`config.mk`:
```
export PLATFORM = sky130hd
export DESIGN_NAME = afs_frame_gen
export DESIGN_NICKNAME = d
export VERILOG_FILES = /design/src/rtl/afs_pkg.sv /design/src/rtl/afs_mclk_select.sv /design/src/rtl/afs_bclk_div.sv /design/src/rtl/afs_frame_ctr.sv /design/src/rtl/afs_frame_gen.sv
export SDC_FILE = /design/constraint.sdc
export NUM_CORES = 1
export LEC_CHECK = 0
export ABC_AREA = 1
export BUFFER_PORTS_ARGS = -buffer_cell sky130_fd_sc_hd__buf_2
export CELL_PAD_IN_SITES_DETAIL_PLACEMENT = 1
export CELL_PAD_IN_SITES_GLOBAL_PLACEMENT = 2
export CORE_ASPECT_RATIO = 0.6
export CORE_MARGIN = 2
export CORE_UTILIZATION = 29
export CTS_BUF_LIST = sky130_fd_sc_hd__clkbuf_16
export DETAILED_ROUTE_END_ITERATION = 10
export GPL_TIMING_DRIVEN = 0
export PLACE_DENSITY = 0.78
export REMOVE_ABC_BUFFERS = 1
export SETUP_SLACK_MARGIN = 0.5
export SLEW_MARGIN = 10
export SYNTH_ARGS = -nofsm -noshare
export SYNTH_HDL_FRONTEND = slang
export SYNTH_HIERARCHICAL = 1
export SYNTH_SLANG_ARGS = --single-unit
```
`constraint.sdc`:
```
create_clock -name clk -period 2.2 [get_ports clk]
set_input_delay 0.33 -clock clk [delete_from_list [all_inputs] [get_ports clk]]
set_output_delay 0.33 -clock clk [all_outputs]
set_load 0.01 [all_outputs]
```
`src/rtl/afs_pkg.sv`:
```
package afs_pkg;
   typedef enum logic {
      AFS_IDLE = 1'b0,
      AFS_RUN  = 1'b1
   } afs_state_e;
endpackage

```
`src/rtl/afs_mclk_select.sv`:
```
module afs_mclk_select #(
   parameter int SEL_W = 2,
   localparam int SRC_N = 2 ** SEL_W
) (
   input  logic             clk,
   input  logic             rst_n,
   input  logic [SRC_N-1:0] src,
   input  logic [SEL_W-1:0] sel,
   output logic             tick
);
   logic [SRC_N-1:0] rise_v;

   for (genvar i = 0; i < SRC_N; i++) begin : g_src
      logic [2:0] sh_q;
      always_ff @(posedge clk or negedge rst_n) begin
         if (!rst_n) sh_q <= '0;
         else        sh_q <= {sh_q[1:0], src[i]};
      end
      assign rise_v[i] = sh_q[1] & ~sh_q[2];
   end

   assign tick = rise_v[sel];
endmodule

```
`src/rtl/afs_bclk_div.sv`:
```
module afs_bclk_div #(
   parameter int DIV_W = 8
) (
   input  logic             clk,
   input  logic             rst_n,
   input  logic             tick,
   input  logic             run,
   input  logic [DIV_W-1:0] div,
   output logic             bclk_q,
   output logic             fall
);
   logic [DIV_W-1:0] cnt_q;
   logic             half_done;

   assign half_done = tick && (cnt_q == div);
   assign fall      = run && half_done && bclk_q;

   always_ff @(posedge clk or negedge rst_n) begin
      if (!rst_n) begin
         cnt_q  <= '0;
         bclk_q <= 1'b0;
      end else if (!run) begin
         cnt_q  <= '0;
         bclk_q <= 1'b0;
      end else if (tick) begin
         if (half_done) begin
            cnt_q  <= '0;
            bclk_q <= ~bclk_q;
         end else begin
            cnt_q <= cnt_q + 1'b1;
         end
      end
   end

   // the bit clock only moves on an edge of the selected source
   assert_bclk_on_tick_R1: assert property (@(posedge clk) disable iff (!rst_n)
      (bclk_q != $past(bclk_q)) |-> $past(tick));
endmodule

```
`src/rtl/afs_frame_ctr.sv`:
```
module afs_frame_ctr
   import afs_pkg::*;
#(
   parameter int MAX_SLOTS = 8,
   parameter int MAX_WIDTH = 32,
   localparam int SIDX_W = $clog2(MAX_SLOTS),
   localparam int BIDX_W = $clog2(MAX_WIDTH),
   localparam int SLOT_W = SIDX_W + 1,
   localparam int WID_W  = BIDX_W + 1
) (
   input  logic              clk,
   input  logic              rst_n,
   input  logic              enable,
   input  logic              advance,
   input  logic [SLOT_W-1:0] slot_count,
   input  logic [WID_W-1:0]  slot_width,
   input  logic [WID_W-1:0]  sync_width,
   input  logic              sync_early,
   output logic              running,
   output logic              bit_stb,
   output logic [SIDX_W-1:0] slot_idx,
   output logic [BIDX_W-1:0] bit_idx,
   output logic              fs_raw
);
   localparam int FB_W  = SIDX_W + BIDX_W;
   localparam int FBX_W = FB_W + 1;

   afs_state_e        state_q;
   logic [SIDX_W-1:0] slot_q, nx_slot;
   logic [BIDX_W-1:0] bit_q, nx_bit;
   logic [FB_W-1:0]   fb_q;
   logic              wrap_ok_q, stb_q;
   logic [SLOT_W-1:0] es;
   logic [WID_W-1:0]  ew;
   logic              bit_last, slot_last, at_last;
   logic [FBX_W-1:0]  fbx, swx;

   // effective frame geometry
   always_comb begin
      if (slot_count < SLOT_W'(2))              es = SLOT_W'(2);
      else if (slot_count > SLOT_W'(MAX_SLOTS)) es = SLOT_W'(MAX_SLOTS);
      else                                      es = slot_count;
      if (slot_width == '0)                     ew = WID_W'(1);
      else if (slot_width > WID_W'(MAX_WIDTH))  ew = WID_W'(MAX_WIDTH);
      else                                      ew = slot_width;
   end

   assign bit_last  = ({1'b0, bit_q}  == ew - WID_W'(1));
   assign slot_last = ({1'b0, slot_q} == es - SLOT_W'(1));
   assign at_last   = bit_last && slot_last;

   always_comb begin
      if (bit_last) begin
         nx_bit  = '0;
         nx_slot = slot_q + 1'b1;
      end else begin
         nx_bit  = bit_q + 1'b1;
         nx_slot = slot_q;
      end
   end

   always_ff @(posedge clk or negedge rst_n) begin
      if (!rst_n) begin
         state_q   <= AFS_IDLE;
         slot_q    <= '0;
         bit_q     <= '0;
         fb_q      <= '0;
         wrap_ok_q <= 1'b0;
         stb_q     <= 1'b0;
      end else begin
         stb_q <= 1'b0;
         case (state_q)
            AFS_IDLE: begin
               if (enable) begin
                  state_q   <= AFS_RUN;
                  slot_q    <= '0;
                  bit_q     <= '0;
                  fb_q      <= '0;
                  wrap_ok_q <= 1'b0;
                  stb_q     <= 1'b1;
               end
            end
            default: begin
               if (advance) begin
                  wrap_ok_q <= enable;
                  if (at_last) begin
                     slot_q <= '0;
                     bit_q  <= '0;
                     fb_q   <= '0;
                     if (wrap_ok_q) stb_q   <= 1'b1;
                     else           state_q <= AFS_IDLE;
                  end else begin
                     slot_q <= nx_slot;
                     bit_q  <= nx_bit;
                     fb_q   <= fb_q + 1'b1;
                     stb_q  <= 1'b1;
                  end
               end
            end
         endcase
      end
   end

   assign running  = (state_q == AFS_RUN);
   assign bit_stb  = stb_q;
   assign slot_idx = slot_q;
   assign bit_idx  = bit_q;

   assign fbx = {1'b0, fb_q};
   assign swx = FBX_W'(sync_width);

   always_comb begin
      if (!running)        fs_raw = 1'b0;
      else if (sync_early) fs_raw = ((fbx + FBX_W'(1)) < swx) || (at_last && wrap_ok_q);
      else                 fs_raw = (fbx < swx);
   end

   // a stop only happens out of the last bit of a frame
   assert_stop_at_boundary_R9: assert property (@(posedge clk) disable iff (!rst_n)
      $fell(running) |-> $past(at_last));
   // a fresh start reports the frame origin with a strobe
   assert_start_origin_R10: assert property (@(posedge clk) disable iff (!rst_n)
      $rose(running) |-> (bit_stb && slot_idx == '0 && bit_idx == '0));
   // indices stay inside the programmed frame
   assert_idx_range_R3: assert property (@(posedge clk) disable iff (!rst_n)
      running |-> ({1'b0, bit_idx} < ew && {1'b0, slot_idx} < es));
   // the sync level only moves at bit starts
   assert_sync_stable_R5: assert property (@(posedge clk) disable iff (!rst_n)
      (running && $past(running) && !bit_stb) |-> $stable(fs_raw));
endmodule

```
`src/rtl/afs_frame_gen.sv`:
```
module afs_frame_gen #(
   parameter int SEL_W     = 2,
   parameter int DIV_W     = 8,
   parameter int MAX_SLOTS = 8,
   parameter int MAX_WIDTH = 32,
   localparam int SRC_N  = 2 ** SEL_W,
   localparam int SIDX_W = $clog2(MAX_SLOTS),
   localparam int BIDX_W = $clog2(MAX_WIDTH),
   localparam int SLOT_W = SIDX_W + 1,
   localparam int WID_W  = BIDX_W + 1
) (
   input  logic              clk,
   input  logic              rst_n,
   input  logic [SRC_N-1:0]  mclk_src,
   input  logic [SEL_W-1:0]  mclk_sel,
   input  logic [DIV_W-1:0]  bclk_div,
   input  logic [SLOT_W-1:0] slot_count,
   input  logic [WID_W-1:0]  slot_width,
   input  logic [WID_W-1:0]  sync_width,
   input  logic              sync_early,
   input  logic              fs_invert,
   input  logic              bclk_invert,
   input  logic              enable,
   output logic              bclk,
   output logic              fsync,
   output logic              bit_stb,
   output logic [SIDX_W-1:0] slot_idx,
   output logic [BIDX_W-1:0] bit_idx
);
   if (MAX_SLOTS < 2 || (1 << SIDX_W) != MAX_SLOTS) begin : g_bad_slots
      $error("MAX_SLOTS must be a power of two of at least 2");
   end
   if (MAX_WIDTH < 2 || (1 << BIDX_W) != MAX_WIDTH) begin : g_bad_width
      $error("MAX_WIDTH must be a power of two of at least 2");
   end
   if (DIV_W < 1 || SEL_W < 1) begin : g_bad_div
      $error("DIV_W and SEL_W must be positive");
   end

   logic mclk_tick, bclk_q, bit_fall, running, fs_raw, stb;

   afs_mclk_select #(.SEL_W(SEL_W)) u_sel (
      .clk   (clk),
      .rst_n (rst_n),
      .src   (mclk_src),
      .sel   (mclk_sel),
      .tick  (mclk_tick)
   );

   afs_bclk_div #(.DIV_W(DIV_W)) u_div (
      .clk    (clk),
      .rst_n  (rst_n),
      .tick   (mclk_tick),
      .run    (running),
      .div    (bclk_div),
      .bclk_q (bclk_q),
      .fall   (bit_fall)
   );

   afs_frame_ctr #(.MAX_SLOTS(MAX_SLOTS), .MAX_WIDTH(MAX_WIDTH)) u_frame (
      .clk        (clk),
      .rst_n      (rst_n),
      .enable     (enable),
      .advance    (bit_fall),
      .slot_count (slot_count),
      .slot_width (slot_width),
      .sync_width (sync_width),
      .sync_early (sync_early),
      .running    (running),
      .bit_stb    (stb),
      .slot_idx   (slot_idx),
      .bit_idx    (bit_idx),
      .fs_raw     (fs_raw)
   );

   assign bclk    = bclk_q ^ bclk_invert;
   assign fsync   = fs_raw ^ fs_invert;
   assign bit_stb = stb;

   // an idle generator holds the bit clock at its idle level
   assert_bclk_idle_R2: assert property (@(posedge clk) disable iff (!rst_n)
      !running |-> (bclk == bclk_invert));
   // every bit begins in the low phase of the internal bit clock
   assert_stb_low_phase_R2: assert property (@(posedge clk) disable iff (!rst_n)
      stb |-> !bclk_q);
   // an idle generator holds the sync at its inactive level
   assert_fsync_idle_R8: assert property (@(posedge clk) disable iff (!rst_n)
      !running |-> (fsync == fs_invert));
endmodule

```
==> impl_metrics.json <==
{
  "run_status": "finished with violations",
  "violations": "setup timing",
  "postCtsHoldBufs": 0,
  "ys_seq_area_share_pct": 36.9,
  "worstSetupEndpointType": "output pin",
  "wire_per_inst_um": 14.0,
  "fmax_mhz": 339,
  "clkSinkCount": 40,
  "routed_wl_um": 7930,
  "crit_arrival_ns": 2.62,
  "insertion_delay_ns": 0.29,
  "tightest_slew_ns": 0.917,
  "wl_met3_um": 267,
  "antenna_found_initial": 0,
  "yosysTopAreaCellShare_pct": 36.9,
  "die_h_um": 78.9,
  "min_period_ns": 2.95,
  "synth_top_area_cell": "dfrtp_1",
  "slew_violations": 0,
  "worstHoldPathType": "in2reg",
  "required_ns": 1.87,
  "cts_max_path_buffers": 2,
  "setup_viol": 1,
  "drtPass1Iterations": 4,
  "synth_area_leaders": "dfrtp_1 37%, nand2_1 15%, inv_1 9.0%, ha_1 7.4%, nor2_1 4.8%",
  "synthDistinctLibCells": 28,
  "nets": 502,
  "grt_pass1_wl_um": 12600,
  "pin_count": 47,
  "rows": 27,
  "rsz0062_at_grt": "true",
  "grt_max_degree": 41,
  "syn_avg_cell_area_um2": 7.30,
  "viasPerCell": 4.62,
  "die_x_um": 129,
  "top_layer": "met4",
  "gp_congestion": 0.789,
  "fin_util_pct": 42.0,
  "coreArea_um2": 9120,
  "cts_tree": "built",
  "skew_ns": 0.00596,
  "dp_hpwl_um": 5590,
  "vdd_ir_drop_max_mv": 0.261,
  "crit_path_max_fanout": 2,
  "globalRouteOverflowTotal": 0,
  "vias": 2619,
  "fin_ws_ns": -0.749,
  "leakage_nw": 2.00,
  "grt_pass1_vias": 2661,
  "cts_buffers": 5,
  "dpl.cell_count": 532,
  "diodes": 0,
  "track_usage_pct": 15.9,
  "drc_errors": 0,
  "synth_warnings": 6,
  "ant_nets": 0,
  "max-cap-violations": 0,
  "hold_viol_final": 0,
  "drive_gt1_share_pct": 37.3,
  "dieArea_um2": 10200,
  "route.met2.wl_um": 3400,
  "netlist_instances": 372,
  "drt_iter0_drc": 137,
  "fin_setup_tns_ns": -0.749,
  "area_growth_pct": 41.0,
  "wl_met1_um": 4210,
  "powerDensity_nw_per_um2": 611,
  "stdcell_count": 567,
  "post-route-period-util_pct": 134,
  "path_clk_slew_ns": 0.06,
  "ys_ff_latch": 40,
  "ctsRootBufferMaster": "clkbuf_16",
  "initial_core_util_pct": 29.8,
  "fill_cells": 1101,
  "crit_type": "reg2out",
  "cp-start-kind": "register",
  "portBuffers": 46,
  "htreeDepth": 2,
  "holdWs_ns": 0.144,
  "syn_area_um2": 2710,
  "slew_headroom_pct": 38.9
}
==> state kept, by name, summed over array words and instances (netlist names) <==
signal and cells:
u_frame/running 1, u_sel/g_src.sh_q 12, u_frame/bit_idx 5, u_frame/slot_idx 3, u_div/cnt_q 8, u_frame/wrap_ok_q 1
u_frame/fb_q 8, u_frame/bit_stb 1, u_div/bclk_q 1
==> worst paths after layout <==
| path | startpoint | endpoint | slack, ns | depth (start not counted) |
|---|---|---|---|---|
| max | u_frame/fb_q[1]$_DFFE_PN0P_ | fsync | -0.75 | 18 |
| min | mclk_src[3] | u_sel/g_src[3].sh_q[0]$_DFF_PN0_ | 0.14 | 1 |
| max reg2reg | u_frame/running$_DFF_PN0_ | u_frame/bit_idx[4]$_DFFE_PN0P_ | 0.04 | 10 |
| min reg2reg | u_sel/g_src[3].sh_q[0]$_DFF_PN0_ | u_sel/g_src[3].sh_q[1]$_DFF_PN0_ | 0.35 | 0 |
| max in group asynchronous | rst_n | u_div/cnt_q[4]$_DFFE_PN0P_ | 1.45 | 1 |
| min in group asynchronous | rst_n | u_frame/bit_idx[2]$_DFFE_PN0P_ | 0.17 | 1 |
==> stage by stage <==
| stage | power, mW | setup slack (ns) | instance area [µm²] |
|---|---|---|---|
| floorplan | 1.19 | -0.183 | 2700 |
| global placement | 1.33 | -0.658 | 3080 |
| detailed placement | 1.35 | -0.703 | 3080 |
| CTS | 2.30 | -0.725 | 3620 |
| global route | 2.49 | -0.891 | 3830 |
| finish | 2.34 | -0.749 | 3830 |
==> critical path: stages, from the launching register on <==
cell      delay (ns)
dfrtp_1         0.40
ha_2            0.19
nand2_2         0.08
inv_2           0.05
nand2_2         0.07
xor2_1          0.18
inv_1           0.11
ha_4            0.24
nand2_4         0.07
inv_2           0.03
nand4_1         0.06
o211ai_1        0.09
a21oi_1         0.16
a31oi_1         0.11
a21oi_2         0.21
inv_1           0.06
nand2_1         0.05
nand2_1         0.04
buf_2           0.13
==> power by group <==
| group | leakage (nW) | switching (mW) | internal [mW] |
|---|---|---|---|
| combinational | 1.42 | 0.357 | 0.242 |
| sequential | 0.500 | 0.0732 | 0.799 |
| clock | 0.0840 | 0.326 | 0.540 |
==> final cells by class <==
cell class,count,area [µm²],share of cell area (%)
clock buffers,5,125,3.27
clock inverters,3,47.5,1.24
inverters,67,260,6.80
multi-input cells,263,1740,45.6
flip-flops and latches,40,1000,26.2
well taps,116,145,3.79
repair buffers,73,504,13.2
==> synth_stat cells (all sizes together) <==
cell type / number
xnor2: 7
o22ai: 4
buf: 2
a21oi: 9
a21boi: 1
nand2: 119
o211ai: 3
o21ai: 9
nor3b: 1
ha: 16
nand3: 27
dfrtp: 40
xor2: 13
nor2: 43
nor3: 3
inv: 67
a31oi: 1
nand4: 7
==> cell families after synthesis <==
kind of cell	Yosys count	synth area share, %
compound gates	27	6.32
xor+xnor	20	6.45
buf+inv	69	9.73
fa+ha+maj	16	7.38
flops	40	36.9
simple gates	200	33.2
==> metal layers <==
layer	GRT usage, %	vias up
li1	-	1313
met1	23.4	1263
met2	24.1	38
met3	3.23	5
met4	3.26	0
met5	0	-
==> cells in the final DEF (no fill, tap or decap), types with 6 or more instances in the layout <==
cell      n
buf_2    43
buf_4    14
buf_6    15
dfrtp_1  40
ha_1     13
inv_1    58
inv_2     7
nand2_1  87
nand2_2  27
nand3_1  17
nand3_2   9
nand4_1   6
nor2_1   26
nor2_4   12
o21ai_0   6
xnor2_1   6
xor2_1   12
==> what timing repair did <==
action,in CTS,in global routing
pin swaps,30,28
setup buffers,19,8
setup endpoints to repair,29,29
gates resized for setup,61,40
Power figures use the tool's default switching activity.
